**src/rtl/gpio_port_pkg.sv**
```systemverilog
package gpio_port_pkg;

  typedef enum logic [1:0] {
    MODE_SINGLE_A = 2'b00,
    MODE_BUS_NOROM = 2'b01,
    MODE_BUS_ROM = 2'b10,
    MODE_SINGLE_B = 2'b11
  } port_mode_e;

  // True when the pins are handed to the external data bus.
  function automatic logic is_bus_mode(input logic [1:0] m);
    return (m == MODE_BUS_NOROM) || (m == MODE_BUS_ROM);
  endfunction

endpackage

```
**src/rtl/gpio_port_sync.sv**
```systemverilog
module gpio_port_sync #(
  parameter int W = 8,
  parameter int STAGES = 2
) (
  input  logic         clk,
  input  logic         rst_n,
  input  logic [W-1:0] d,
  output logic [W-1:0] q
);
  logic [W-1:0] stage_q [STAGES];

  genvar s;
  generate
    for (s = 0; s < STAGES; s++) begin : g_stage
      always_ff @(posedge clk or negedge rst_n) begin
        if (!rst_n) stage_q[s] <= '0;
        else if (s == 0) stage_q[s] <= d;
        else stage_q[s] <= stage_q[(s > 0) ? s-1 : 0];
      end
    end
  endgenerate

  assign q = stage_q[STAGES-1];
endmodule

```
**src/rtl/gpio_port_regs.sv**
```systemverilog
module gpio_port_regs #(
  parameter int W = 8,
  parameter int AW = 16,
  parameter logic [AW-1:0] A_DIR = 16'hFFB4,
  parameter logic [AW-1:0] A_DAT = 16'hFFB6,
  parameter logic [AW-1:0] A_PU  = 16'hFFAE
) (
  input  logic          clk,
  input  logic          rst_n,
  input  logic          hw_stby,
  input  logic          sw_stby,
  input  logic          wr,
  input  logic [AW-1:0] addr,
  input  logic [W-1:0]  wdata,
  output logic [W-1:0]  dir_q,
  output logic [W-1:0]  dat_q,
  output logic [W-1:0]  pu_q,
  output logic          hit_dir,
  output logic          hit_dat,
  output logic          hit_pu
);
  logic wr_ok;

  assign hit_dir = (addr == A_DIR);
  assign hit_dat = (addr == A_DAT);
  assign hit_pu  = (addr == A_PU);
  assign wr_ok   = wr && !hw_stby && !sw_stby;

  always_ff @(posedge clk or negedge rst_n) begin
    if (!rst_n) dir_q <= '0;
    else if (hw_stby) dir_q <= '0;
    else if (wr_ok && hit_dir) dir_q <= wdata;
  end

  always_ff @(posedge clk or negedge rst_n) begin
    if (!rst_n) dat_q <= '0;
    else if (wr_ok && hit_dat) dat_q <= wdata;
  end

  always_ff @(posedge clk or negedge rst_n) begin
    if (!rst_n) pu_q <= '0;
    else if (wr_ok && hit_pu) pu_q <= wdata;
  end
endmodule

```
**src/rtl/gpio_port_pinmux.sv**
```systemverilog
module gpio_port_pinmux #(
  parameter int W = 8
) (
  input  logic         bus_mode,
  input  logic         rst_n,
  input  logic         hw_stby,
  input  logic         sw_stby,
  input  logic [W-1:0] dir_q,
  input  logic [W-1:0] dat_q,
  input  logic [W-1:0] pu_q,
  input  logic         xbus_drive,
  input  logic [W-1:0] xbus_dout,
  output logic [W-1:0] oe,
  output logic [W-1:0] out,
  output logic [W-1:0] pu_en
);
  logic bus_float;

  assign bus_float = !rst_n || hw_stby || sw_stby;

  always_comb begin
    if (bus_mode) begin
      oe    = bus_float ? '0 : {W{xbus_drive}};
      out   = xbus_dout;
      pu_en = '0;
    end else begin
      oe    = hw_stby ? '0 : dir_q;
      out   = dat_q;
      pu_en = hw_stby ? '0 : (pu_q & ~dir_q);
    end
  end
endmodule

```
**src/rtl/gpio_port_mode.sv**
```systemverilog
module gpio_port_mode
  import gpio_port_pkg::*;
#(
  parameter int W = 8,
  parameter int AW = 16,
  parameter int SYNC_STAGES = 2,
  parameter logic [AW-1:0] A_DIR = 16'hFFB4,
  parameter logic [AW-1:0] A_DAT = 16'hFFB6,
  parameter logic [AW-1:0] A_PU  = 16'hFFAE
) (
  input  logic          clk,
  input  logic          rst_n,
  input  logic          hw_stby,
  input  logic          sw_stby,
  input  logic [1:0]    mode,
  input  logic [AW-1:0] reg_addr,
  input  logic          reg_wr,
  input  logic          reg_rd,
  input  logic [W-1:0]  reg_wdata,
  output logic [W-1:0]  reg_rdata,
  input  logic          xbus_drive,
  input  logic [W-1:0]  xbus_dout,
  output logic [W-1:0]  xbus_din,
  input  logic [W-1:0]  pin_in,
  output logic [W-1:0]  pin_out,
  output logic [W-1:0]  pin_oe,
  output logic [W-1:0]  pin_pu
);
  localparam logic [W-1:0] ALL_ONES = {W{1'b1}};

  // Named internal state, visible to the bound checker.
  logic [W-1:0] dir_q, dat_q, pu_q, pin_sync;
  logic         hit_dir, hit_dat, hit_pu, bus_mode;

  // Output pins take the latch, input pins take the synchronised level.
  function automatic logic [W-1:0] merge_read(input logic [W-1:0] lat,
                                              input logic [W-1:0] dir,
                                              input logic [W-1:0] lvl);
    return (lat & dir) | (lvl & ~dir);
  endfunction

  assign bus_mode = is_bus_mode(mode);
  assign xbus_din = pin_in;

  gpio_port_sync #(.W(W), .STAGES(SYNC_STAGES)) u_sync (
    .clk(clk), .rst_n(rst_n), .d(pin_in), .q(pin_sync)
  );

  gpio_port_regs #(.W(W), .AW(AW), .A_DIR(A_DIR), .A_DAT(A_DAT), .A_PU(A_PU)) u_regs (
    .clk(clk), .rst_n(rst_n), .hw_stby(hw_stby), .sw_stby(sw_stby),
    .wr(reg_wr), .addr(reg_addr), .wdata(reg_wdata),
    .dir_q(dir_q), .dat_q(dat_q), .pu_q(pu_q),
    .hit_dir(hit_dir), .hit_dat(hit_dat), .hit_pu(hit_pu)
  );

  gpio_port_pinmux #(.W(W)) u_mux (
    .bus_mode(bus_mode), .rst_n(rst_n), .hw_stby(hw_stby), .sw_stby(sw_stby),
    .dir_q(dir_q), .dat_q(dat_q), .pu_q(pu_q),
    .xbus_drive(xbus_drive), .xbus_dout(xbus_dout),
    .oe(pin_oe), .out(pin_out), .pu_en(pin_pu)
  );

  always_comb begin
    reg_rdata = '0;
    if (reg_rd) begin
      if (hit_dir)      reg_rdata = ALL_ONES;
      else if (hit_dat) reg_rdata = bus_mode ? dat_q : merge_read(dat_q, dir_q, pin_sync);
      else if (hit_pu)  reg_rdata = pu_q;
      else              reg_rdata = ALL_ONES;
    end
  end
endmodule

```
**config.mk**
```make
export PLATFORM = sky130hd
export DESIGN_NAME = gpio_port_mode
export DESIGN_NICKNAME = d
export VERILOG_FILES = /design/src/rtl/gpio_port_pkg.sv /design/src/rtl/gpio_port_sync.sv /design/src/rtl/gpio_port_regs.sv /design/src/rtl/gpio_port_pinmux.sv /design/src/rtl/gpio_port_mode.sv
export SDC_FILE = /design/constraint.sdc
export NUM_CORES = 1
export LEC_CHECK = 0
export BUFFER_PORTS_ARGS = -buffer_cell sky130_fd_sc_hd__buf_2
export CAP_MARGIN = 40
export CORE_MARGIN = 2
export CORE_UTILIZATION = 46
export DETAILED_ROUTE_END_ITERATION = 12
export PLACE_DENSITY = 0.88
export SYNTH_ARGS = -nofsm -noshare
export SYNTH_HDL_FRONTEND = slang
export SYNTH_SLANG_ARGS = --single-unit
```
**constraint.sdc**
```tcl
create_clock -name clk -period 1.4 [get_ports clk]
set_input_delay 0.07 -clock clk [delete_from_list [all_inputs] [get_ports clk]]
set_output_delay 0.07 -clock clk [all_outputs]
set_load 0.005 [all_outputs]
```
Word-level counts from Yosys, hierarchy flattened:

Cells that the tools add are included.

* input bits: 49
* register bits: 40
* logic and storage cells: 40
* output and inout port bits: 40

* muxes and demuxes: 13
* reductions and logical operators: 12
* equal/unequal tests: 5
* bitwise gates (word level): 5

Operators by type and width (number)
* 2-to-1 mux 8 bit: 13
* equality test 16 bit (second input constant): 3
* bitwise AND 8 bit: 3
* NOT 8 bit: 1
* OR 8 bit: 1
* logical AND 1 bit: 5
* logical NOT 1 bit: 3
* logical OR 1 bit: 3
* equality test 2 x 1 -> 1 bit (second input constant): 1
* equality test 2 bit (second input constant): 1
* nonzero test 2 bit: 1

Depth between registers and ports, before layout:

* depth in word-level cells: 7
* mapped depth: 5
* depth with buffers taken out: 4

Hierarchy:

Synthesis repeated with hierarchy kept, for this count alone.

* cell total of the unflattened synthesis: 184
* area, all modules: 2147.1 µm²

By module, submodules not included
* gpio_port_regs: area each 999.7 µm², times used 1, sequential area each 600.6 µm², cells each 68
* gpio_port_sync: area each 460.4 µm², times used 1, sequential area each 400.4 µm², cells each 24
* gpio_port_pinmux: area each 344.1 µm², times used 1, sequential area each 0.0 µm², cells each 37
* gpio_port_mode: area each 342.8 µm², times used 1, sequential area each 0.0 µm², cells each 55

Least setup slack after synthesis:

Ideal clock, no wire load.

* path kind: input to register
* start: input reg_addr[0]
* end: register u_regs.dat_q[0]
* path buffers: 1
* stages: 5
* data arrival time: 1.202 ns
* setup time: 0.125 ns
* slack: 0.073 ns
* data required time: 1.275 ns
* cells stage by stage: nand4bb_1 nor3_2 and4_1 buf_2 mux2_2

* word-level cells in the longest chain between the ends: 2

RTL lines
* start: declaration: RTL line gpio_port_mode.sv:16 `input logic [AW-1:0] reg_addr,`
* equality test 16 bit: RTL line gpio_port_regs.sv:25 `assign hit_dat = (addr == A_DAT);`
* logical AND 1 bit: RTL line gpio_port_regs.sv:37 `else if (wr_ok && hit_dat) dat_q <= wdata;`
* end signal: assignment: RTL line gpio_port_regs.sv:37
* end: declaration: RTL line gpio_port_regs.sv:16 `output logic [W-1:0] dat_q,`

Every way passes these cells.
A chain may end at the register's enable or synchronous reset.

Worst setup path in the final report:

* start: register u_regs.dir_q[5]
* end: output reg_rdata[5]

* word-level cells in the longest chain between the ends: 7
* elaborated cells between the ends (all ways): 8
* those cells by class: mux (4); bitwise (4)

RTL lines
* start: declaration: RTL line gpio_port_regs.sv:15 `output logic [W-1:0] dir_q,`
* start signal: assignment: RTL line gpio_port_regs.sv:32 `else if (wr_ok && hit_dir) dir_q <= wdata;`
* NOT 8 bit: RTL line gpio_port_mode.sv:39 `return (lat & dir) | (lvl & ~dir);`
* bitwise AND 8 bit: RTL line gpio_port_mode.sv:39
* OR 8 bit *: RTL line gpio_port_mode.sv:39
* 2-to-1 mux 8 bit * (2 in a row): RTL line gpio_port_mode.sv:67 `else if (hit_dat) reg_rdata = bus_mode ? dat_q : merge_read(dat_q, dir_q, pin_sync);`
* 2-to-1 mux 8 bit *: RTL line gpio_port_mode.sv:66 `if (hit_dir) reg_rdata = ALL_ONES;`
* 2-to-1 mux 8 bit *: RTL line gpio_port_mode.sv:65 `if (reg_rd) begin`
* end: declaration: RTL line gpio_port_mode.sv:20 `output logic [W-1:0] reg_rdata,`

Every way passes the cells marked *; elsewhere a longest branch is shown, timed or not.

==> results by stage <==
Finish:
- The number of standard cells in the layout, taps in and fillers out is approximately 330.
- The count of nets after finishing is 325.
- The number of antenna repair diodes is 0.
- Of the cells placed in the final design, the portion with a size suffix greater than 1 is between 60% and 70%.
- The area growth from synthesis to layout is 50.93%.

Placement:
- The last weighted congestion value of the routability-driven placer is between 0.7 and 0.8.
- Detailed placement finished with a half-perimeter wire length of around 3500 um.
- The quantity of I/O buffers inserted on ports is a little under 90.
- Before CTS, the worst setup slack after placement is -0.04973 ns.
- After detailed placement, the design holds a cell count of 298.

Detailed routing:
- The detail route stage leaves a number of antenna-violating nets equal to 0.
- The final route contains ~1.7k vias.
- Using the TritonRoute via totals, the vias-per-cell ratio works out to 5.284.
- For this run, the detailed router's first-pass iteration total came to 4.
- The final layout contains routed wiring with a total length of roughly 5500 um.
- The DRC violation total after the first TritonRoute iteration is 59.
- For this run, design rule violations remaining after detail routing come to 0.
- The wire length per cell after detailed routing is about 17 um.

Setup path:
- The setup path with the least slack is of type flip-flop to output port.
- Counting both buffers and inverters, the worst setup path holds a total of 1.
- The data required time of the worst path is about 1.3 ns.
- The arrival time at the worst endpoint is between 1.5 and 2 ns.
- The critical path capture point type is an output port.
- The highest fanout seen on the critical path is 2.
- The standard cell with the maximum stage delay on the critical path is sky130_fd_sc_hd__dfrtp_1.
- The worst setup path is launched from a flip-flop.
- For this run, the slowest stage of the critical path takes ~0.4 ns.
- In this design, the largest share of critical-path delay is due to flip-flops.
- The critical path goes through nor2_2 > mux2_4 > o221a_4 > buf_6.

Synthesis:
- In the synthesized netlist, the number of instances is ~150.
- Counting distinct cell types in the post-synthesis netlist gives 26.
- The post-synthesis average cell area is 12.88 um^2.
- The cell area after synthesis is ~0.0019 mm^2.
- The number of nets produced by synthesis is 200.
- The flip-flop and latch count after synthesis is 40.
- The share of the yosys chip area belonging to registers is 51.45%.
- The count of warnings emitted by yosys is 0.

Pwr:
- The cell area power density is ~830 mW/mm^2.
- The leakage power figure is about 1.5 nW.
- The maximum ir drop on the vdd rail is between 600 and 700 uV.

Run status:
- The final reports fail on negative setup slack.
- The flow ran to the end, but the final reports show violations.

STA:
- The relative slew slack is roughly two thirds.
- The final clock skew is roughly 0.00028 ns.
- Dividing the final minimum period by the clock period gives 112.8%.
- Setup repair after global routing could not meet its margin everywhere.
- The slew at the pin closest to its max-slew limit is approximately 0.5 ns.
- Setup violations remaining at the end of the flow were counted as 8.
- The max-slew violation count is 0.
- The worst setup margin is -0.1786 ns.
- Final hold analysis gives a worst-case slack of 0.04971 ns.
- The final hold violation count was 0.
- The final critical delay including setup and external delays is between 1.5 and 2 ns.
- For this run, the top clock speed supported by timing is about 630 MHz.

GRT:
- The fraction of met1 tracks used by global routing is approximately 27%.
- The global routing stage identified its most utilized layer as met2.
- The met3 routing resource usage after global routing is 6.287%.
- The total grt overflow is 0.
- The largest net degree at the start of global routing is 41.
- The met2 track demand over resource in global routing is 40.81%.
- The number of global-route vias before repair was 1815.
- The global-route usage over all layers is between 20% and 30%.
- The initial antenna violation count is 0.
- The global-route wire length before repair is roughly 8700 um.

Die:
- For this configuration, the core starts out at a cell density of between 40% and 50%.
- Measured along the y axis, the die boundary spans 69.04 um.
- The placeable core area is slightly above 0.004 mm^2.
- The die covers around 0.0048 mm^2.
- The number of I/O pins is about 90.
- In this run the core area contains 23 standard-cell rows.
- In this run the horizontal extent of the chip is approximately 69 um.

Clock tree:
- The total number of H-tree levels is 2.
- At the later pin of the worst-skew pair, clock insertion delay measures ~0.28 ns.
- The TritonCTS clock tree is yes.
- The number of buffers added by the clock tree synthesis step is 5.
- The clock-pin slew on the worst setup and hold paths is around 0.070 ns.
- The root buffer cell chosen for the clock tree is sky130_fd_sc_hd__clkbuf_8.
- The clock net in this run drives a total of 40 sinks.
- No sink is reached through more buffers than the 2 on the longest clock path.

Run:
- The count of max-cap constraint violations is 0.

Hold path:
- The class of the tightest hold or removal check is primary input to flip-flop.
## sequential cells by signal (all words and copies together) (netlist names)
name and cells:
u_regs.dat_q 8, u_regs.dir_q 8, u_regs.pu_q 8, u_sync.q 8
u_sync.stage_q 8
## metrics by stage
step	utilization (%)	TNS, ns	cell area, um^2	total power [mW]
5_1_grt	72.89	-1.630	2937	2.525
6_report	72.89	-1.209	2937	2.435
3_5_place_dp	63.01	-0.6720	2539	1.581
3_3_place_gp	63.01	-0.4238	2539	1.572
2_1_floorplan	-	0	1946	1.366
4_1_cts	71.30	-1.161	2873	2.427
## report_power, final
part	switching, mW	internal, mW
clock network	0.372	0.402
registers	0.00690	1.18
logic	0.204	0.272
## cells in the mapped netlist, drive strengths merged
cell type	number	area, um^2
a21o	1	7.510
and4	1	8.760
buf	11	80.07
clkbuf	2	7.510
dfrtp	40	1001
mux2	40	454.2
nand2	3	11.26
nand3	3	15.01
nand3b	1	7.510
nand4	1	6.260
nand4b	1	15.01
nand4bb	1	11.26
nor2	16	67.56
nor2b	8	50.05
nor3	2	15.01
nor3b	10	75.07
o221a	8	90.09
or2	1	6.260
xor2	1	16.27
## final cells by class
class | count | area, um^2
fillers | 260 | 1092
flip-flops and latches | 40 | 1001
multi-input cells | 98 | 959.7
repair buffers | 131 | 823.3
clock buffers | 8 | 90.09
well taps | 50 | 62.56
## cells in the final DEF, fill, tap and decap left out, types with 2 or more instances in the layout
master / instances
sky130_fd_sc_hd__nor2_2: 7
sky130_fd_sc_hd__buf_2: 84
sky130_fd_sc_hd__nor3b_2: 3
sky130_fd_sc_hd__nand2_1: 3
sky130_fd_sc_hd__dfrtp_1: 40
sky130_fd_sc_hd__nor2_4: 3
sky130_fd_sc_hd__mux2_2: 32
sky130_fd_sc_hd__o221a_2: 4
sky130_fd_sc_hd__clkbuf_8: 6
sky130_fd_sc_hd__nor2_1: 6
sky130_fd_sc_hd__buf_4: 33
sky130_fd_sc_hd__dlygate4sd3_1: 9
sky130_fd_sc_hd__o221a_4: 3
sky130_fd_sc_hd__buf_6: 4
sky130_fd_sc_hd__clkbuf_1: 2
sky130_fd_sc_hd__nand3_1: 3
sky130_fd_sc_hd__nor3b_1: 7
sky130_fd_sc_hd__nor2b_1: 8
sky130_fd_sc_hd__mux2_4: 8
## kinds of logic after synthesis
| family | count (synthesis) | share of synthesized area, % |
|---|---|---|
| AND/OR/NAND/NOR | 48 | 14.85 |
| multiplexers | 40 | 23.34 |
| flip-flops | 40 | 51.45 |
| buffers and inverters | 13 | 4.501 |
| AO/OA/AOI/OAI | 9 | 5.016 |
| XOR/XNOR | 1 | 0.8362 |
## layer usage
layer	wire length [um]	vias to the layer above	share of wire [%]
li1	-	788	-
met1	2153	846	39
met2	2888	84	52
met3	382	10	6.9
met4	102	0	1.8
met5	0	-	0
## what timing repair did
action | CTS | global route
pin swaps | 8 | 2
hold buffers | 9 | 0
resized for setup | 17 | 12
buffers inserted | 12 | 2
endpoints found under the setup margin | 9 | 18
endpoints found under the hold margin | 48 | 0
## path summary, 6_finish.rpt
kind	startpoint	endpoint	slack (ns)	cells after the start
worst max-delay path	u_regs.dir_q[5]$_DFFE_PN0P_	reg_rdata[5]	-0.18	4
worst max register to register	u_regs.dir_q[2]$_DFFE_PN0P_	u_regs.dir_q[2]$_DFFE_PN0P_	0.25	4
worst min register to register	u_sync.stage_q[12]$_DFF_PN0_	u_sync.q[4]$_DFF_PN0_	0.35	0
worst min-delay path	reg_wdata[4]	u_regs.pu_q[4]$_DFFE_PN0P_	0.05	2
min in group asynchronous	rst_n	u_sync.q[0]$_DFF_PN0_	0.45	3
max in group asynchronous	rst_n	u_regs.dir_q[5]$_DFFE_PN0P_	0.59	3
(Power assumes the default switching activity.)
